--- src/rtl/color_matrix.sv ---
module color_matrix #(
  parameter int PIX_W  = 8,
  parameter int COEF_W = 12,
  parameter int FRAC   = 8
) (
  input  logic                     clk,
  input  logic                     rst_n,
  input  logic                     enable,
  input  logic                     sof,
  input  logic                     cfg_we,
  input  logic [3:0]               cfg_idx,
  input  logic signed [COEF_W-1:0] cfg_data,
  input  logic                     in_valid,
  input  logic [PIX_W-1:0]         in_r,
  input  logic [PIX_W-1:0]         in_g,
  input  logic [PIX_W-1:0]         in_b,
  output logic                     out_valid,
  output logic [PIX_W-1:0]         out_r,
  output logic [PIX_W-1:0]         out_g,
  output logic [PIX_W-1:0]         out_b
);
  localparam int ACC_W = PIX_W + COEF_W + 3;
  localparam int NCOEF = 9;
  localparam logic signed [COEF_W-1:0] UNITY = COEF_W'(1 << FRAC);
  localparam logic signed [ACC_W-1:0]  PMAX  = ACC_W'((1 << PIX_W) - 1);

  logic [PIX_W-1:0]         pix_in [3];
  logic signed [COEF_W-1:0] staged [NCOEF];
  logic signed [COEF_W-1:0] working[NCOEF];
  logic signed [COEF_W-1:0] coef_sel[NCOEF];
  logic signed [ACC_W-1:0]  acc_d[3];
  logic signed [ACC_W-1:0]  acc_q[3];
  logic [PIX_W-1:0]         byp_q[3];
  logic [PIX_W-1:0]         pix_out[3];
  logic                     v1, en1;

  assign pix_in[0] = in_r;
  assign pix_in[1] = in_g;
  assign pix_in[2] = in_b;
  assign out_r = pix_out[0];
  assign out_g = pix_out[1];
  assign out_b = pix_out[2];

  always_comb
    for (int i = 0; i < NCOEF; i++) coef_sel[i] = sof ? staged[i] : working[i];

  always_ff @(posedge clk) begin
    if (!rst_n) begin
      for (int i = 0; i < NCOEF; i++) begin
        staged[i]  <= (i % 4 == 0) ? UNITY : '0;
        working[i] <= (i % 4 == 0) ? UNITY : '0;
      end
    end else begin
      if (sof)
        for (int i = 0; i < NCOEF; i++) working[i] <= staged[i];
      if (cfg_we && cfg_idx < 4'(NCOEF))
        staged[cfg_idx] <= cfg_data;
    end
  end

  for (genvar g = 0; g < 3; g++) begin : g_row
    logic signed [ACC_W-1:0] scaled;
    logic [PIX_W-1:0]        sat;

    always_comb begin
      acc_d[g] = '0;
      for (int c = 0; c < 3; c++)
        acc_d[g] = acc_d[g] + ACC_W'(coef_sel[g*3+c])
                 * $signed({{(ACC_W-PIX_W){1'b0}}, pix_in[c]});
    end

    assign scaled = acc_q[g] >>> FRAC;
    assign sat = (scaled < 0) ? '0 : (scaled > PMAX) ? PMAX[PIX_W-1:0] : scaled[PIX_W-1:0];

    always_ff @(posedge clk) begin
      if (!rst_n) begin
        acc_q[g]   <= '0;
        byp_q[g]   <= '0;
        pix_out[g] <= '0;
      end else begin
        acc_q[g]   <= acc_d[g];
        byp_q[g]   <= pix_in[g];
        pix_out[g] <= en1 ? sat : byp_q[g];
      end
    end
  end

  always_ff @(posedge clk) begin
    if (!rst_n) begin
      v1        <= 1'b0;
      en1       <= 1'b0;
      out_valid <= 1'b0;
    end else begin
      v1        <= in_valid;
      en1       <= enable;
      out_valid <= v1;
    end
  end

  logic sel_ident;
  always_comb begin
    sel_ident = 1'b1;
    for (int i = 0; i < NCOEF; i++)
      if (coef_sel[i] != ((i % 4 == 0) ? UNITY : '0)) sel_ident = 1'b0;
  end

  a_r7_valid_rise: assert property (@(posedge clk) disable iff (!rst_n)
    in_valid |-> ##2 out_valid);
  a_r7_valid_gap: assert property (@(posedge clk) disable iff (!rst_n)
    !in_valid |-> ##2 !out_valid);
  a_r8_bypass: assert property (@(posedge clk) disable iff (!rst_n)
    (in_valid && !enable) |-> ##2
      (out_r == $past(in_r, 2) && out_g == $past(in_g, 2) && out_b == $past(in_b, 2)));
  a_r6_black: assert property (@(posedge clk) disable iff (!rst_n)
    (in_valid && enable && in_r == '0 && in_g == '0 && in_b == '0) |-> ##2
      (out_r == '0 && out_g == '0 && out_b == '0));
  a_r2_identity: assert property (@(posedge clk) disable iff (!rst_n)
    (in_valid && enable && sel_ident) |-> ##2
      (out_r == $past(in_r, 2) && out_g == $past(in_g, 2) && out_b == $past(in_b, 2)));

  for (genvar i = 0; i < NCOEF; i++) begin : g_chk
    a_r9_hold: assert property (@(posedge clk) disable iff (!rst_n)
      !sof |=> $stable(working[i]));
    a_r11_bad_idx: assert property (@(posedge clk) disable iff (!rst_n)
      (cfg_we && cfg_idx >= 4'(NCOEF)) |=> $stable(staged[i]));
  end
endmodule

--- config.mk ---
export PLATFORM = sky130hd
export DESIGN_NAME = color_matrix
export DESIGN_NICKNAME = d
export VERILOG_FILES = /design/src/rtl/color_matrix.sv
export SDC_FILE = /design/constraint.sdc
export NUM_CORES = 2
export LEC_CHECK = 0
export ABC_AREA = 1
export BUFFER_PORTS_ARGS = -buffer_cell sky130_fd_sc_hd__buf_4
export CAP_MARGIN = 25
export CELL_PAD_IN_SITES_DETAIL_PLACEMENT = 0
export CELL_PAD_IN_SITES_GLOBAL_PLACEMENT = 1
export CORE_AREA = 3 3 343 345
export CTS_CLUSTER_SIZE = 12
export DETAILED_ROUTE_END_ITERATION = 6
export DIE_AREA = 0 0 346 348
export HOLD_SLACK_MARGIN = 0.08
export PLACE_DENSITY_LB_ADDON = 0.1
export SYNTH_ARGS = -nofsm -noshare
export SYNTH_HDL_FRONTEND = slang
export SYNTH_SLANG_ARGS = --single-unit
--- constraint.sdc ---
create_clock -name clk -period 14.9 [get_ports clk]
set_input_delay 0.745 -clock clk [delete_from_list [all_inputs] [get_ports clk]]
set_output_delay 0.745 -clock clk [all_outputs]
set_load 0.02 [all_outputs]
==> metrics.txt <==
status=finished clean; initial antenna violation count=7; fillers=11700; routed vias=about 33000; row cnt=around 120; DRT iter0 DRCs=2686; Initial Utilization=between 40% and 50%; CTS H-Tree Depth=2; Sink Count=around 310; largest net degree at the start of global routing=between 90 and 100; Core Box Area=about 0.11 mm2; synthesized instance count=approximately 5200; kind of critical path=in -> reg; port bufs=70; actual slew at the worst max-slew pin=around 1.1 ns; main combinational cell family by area after synthesis=adder cells; final WL=about 140 mm; Syn. warnings=0; Highest Clock Rate=122 MHz; Synth Area in Adders=49.4%; share of layout cells above drive strength 1=5.00%; final setup TNS=0 ns; EDFF count, synth=216; Post-Synth XOR/XNOR Area=less than 1%; Final nets=between 6000 and 7000; first-pass GRT wire length=roughly 210 mm; met1 global-route usage=37.5%; Setup Skew=about 0.045 ns; synth top area cells=fa_1 (41%), edfxtp_1 (14%), inv_1 (12%); Post-CTS Setup Inserts=0; sequential share of the synthesized area=between 10% and 20%; Chip Height=348 um; post-synthesis register bit count=312; width of the die=approximately 350 um; crit path capture type=flip-flop; Slew Viols, Final=0; Fin. Hold Viols=0; Layout Area Growth over Synthesis=7.88%; clk slew on worst S/H paths=approximately 0.06 ns; placer congestion estimate=between 0.8 and 0.9; DRC Markers=0; Yosys top cell by area=fa_1; Max FO, Critical Path=90; drt pass-1 iters=5; HP Class=in -> reg; num ports=71; grt peak-use layer=met1; DP HPWL=~110 mm; complex-gate fraction of the synthesized area=under 10%; via density per instance=about 4.8; DRT antenna net count=0; RSZ-0062 raised after global routing=no; Worst EP arrival=between 8 and 9 ns; GR Overflow Total=0; cts bufs inserted=41; CP max-delay cell=buf_4; mux contribution to synthesized area=0%; post-cts resize count=0; Hold-fix buffers, CTS=0; Slew HR=approximately a quarter; CP startpoint kind=input pin; met2 Use GR=between 30% and 40%; Post-Syn Nets=about 6500; share of synthesized registers carrying an async set or reset=0%; Post-Syn Area=approximately 0.046 mm2; syn avg cell area=~8.7 um2; clock tree buffer depth=3; Yosys top cell area share=between 40% and 50%; Most used DFF post-synth=edfxtp_1; max-cap violations=0; CTS tree=yes; routed len/inst=a little over 20 um; Synth Area in Simple Gates=between 10 and 15%; final period utilization=55.1%; worst stage delay on the critical path=roughly 0.80 ns; minimum clock period=8.21 ns; R2R Setup Slk=between 7 and 8 ns; All-Layer GR Usage=about a quarter; CP required=15.41 ns; distinct cell type count after synthesis=between 40 and 50; vias in the first global route=between 30000 and 40000; root buf cell=clkbuf_16; DIE AREA=0.120 mm2; post-layout util=a little over two fifths; GR Layer Usage met3=approximately 4.8%; final setup violation count=0; Worst-Skew Late Latency=roughly 0.61 ns
state kept, by name, indices dropped and copies added, names as in the netlist:
name       flops
pix_out       24
byp_q         24
working      108
out_valid      1
v1             1
en1            1
acc_q         45
staged       108
critical path, delay by kind of cell:
family | cells | cell delay, ns
compound gates | 2 | 0.53
fa+ha+maj | 8 | 4.22
buf+inv | 9 | 1.62
simple gates | 7 | 1.53
worst paths after layout:
check	cells after the start	from	to
hold reg to reg	2	v1$_SDFF_PN0_	out_valid$_SDFF_PN0_
setup / recovery	26	sof	acc_q[0][22]$_SDFF_PN0_
setup reg to reg	21	working[0][59]$_SDFFCE_PN0P_	acc_q[1][22]$_SDFF_PN0_
hold / removal	3	in_r[6]	byp_q[0][6]$_SDFF_PN0_
Yosys cell counts, types with 19 or more instances:
library cell / n
o21ai_1: 53
edfxtp_1: 216
fa_1: 936
nand3_1: 54
inv_2: 19
nor2_1: 839
o21ai_0: 101
buf_2: 31
inv_1: 1481
dfxtp_1: 96
nand2_1: 708
ha_1: 309
clkbuf_1: 95
clkinv_1: 27
a21oi_1: 127
final cells by class:
type                            instances  area, um2  share of cell area, %
Multi-Input combinational cell       3261      31100                   63.0
Inverter                             1528       5740                   11.6
Antenna cell                            1       2.50                0.00506
Timing Repair Buffer                  127        981                   1.99
Tap cell                             1512       1890                   3.83
Clock buffer                           50       1080                   2.19
Sequential cell                       312       8410                   17.0
Clock inverter                         24        201                  0.408
layer usage:
metal | vias to the layer above | part of all wire (%)
met2 | 951 | 41
met1 | 16400 | 49
met4 | 0 | 1.9
met3 | 95 | 7.8
li1 | 15100 | -
met5 | - | 0
cell families after synthesis:
group / Yosys count
AO/OA/AOI/OAI: 317
XOR/XNOR: 23
adder cells (fa/ha/maj): 1245
buffers and inverters: 1662
flip-flops: 312
AND/OR/NAND/NOR: 1676
per-stage QoR:
step	instance area [um2]	hold WS (ns)	std cells	worst slack [ns]
6_report	49400	0.334	6815	6.69
5_1_grt	49400	0.296	6814	6.26
4_1_cts	49400	0.288	6811	6.84
3_5_place_dp	48100	0.398	6737	6.22
3_3_place_gp	48000	0.395	6733	6.26
2_1_floorplan	45800	0.390	5235	8.21
placed cells by master (no fill, tap or decap), types with 12 or more instances in the layout:
master,instances
inv_1,1478
fa_1,936
nor2_1,839
nand2_1,706
ha_1,309
edfxtp_1,216
a21oi_1,127
buf_4,124
o21ai_0,100
dfxtp_1,96
nand3_1,54
o21ai_1,53
clkbuf_16,41
clkinv_1,34
inv_2,22
o21ai_2,15
nand2_2,14
or2_2,13
xnor2_1,12
Power is left out: the tool's default activity adds up to more than one toggle a clock period on the data nets, which glitch-free logic cannot reach.
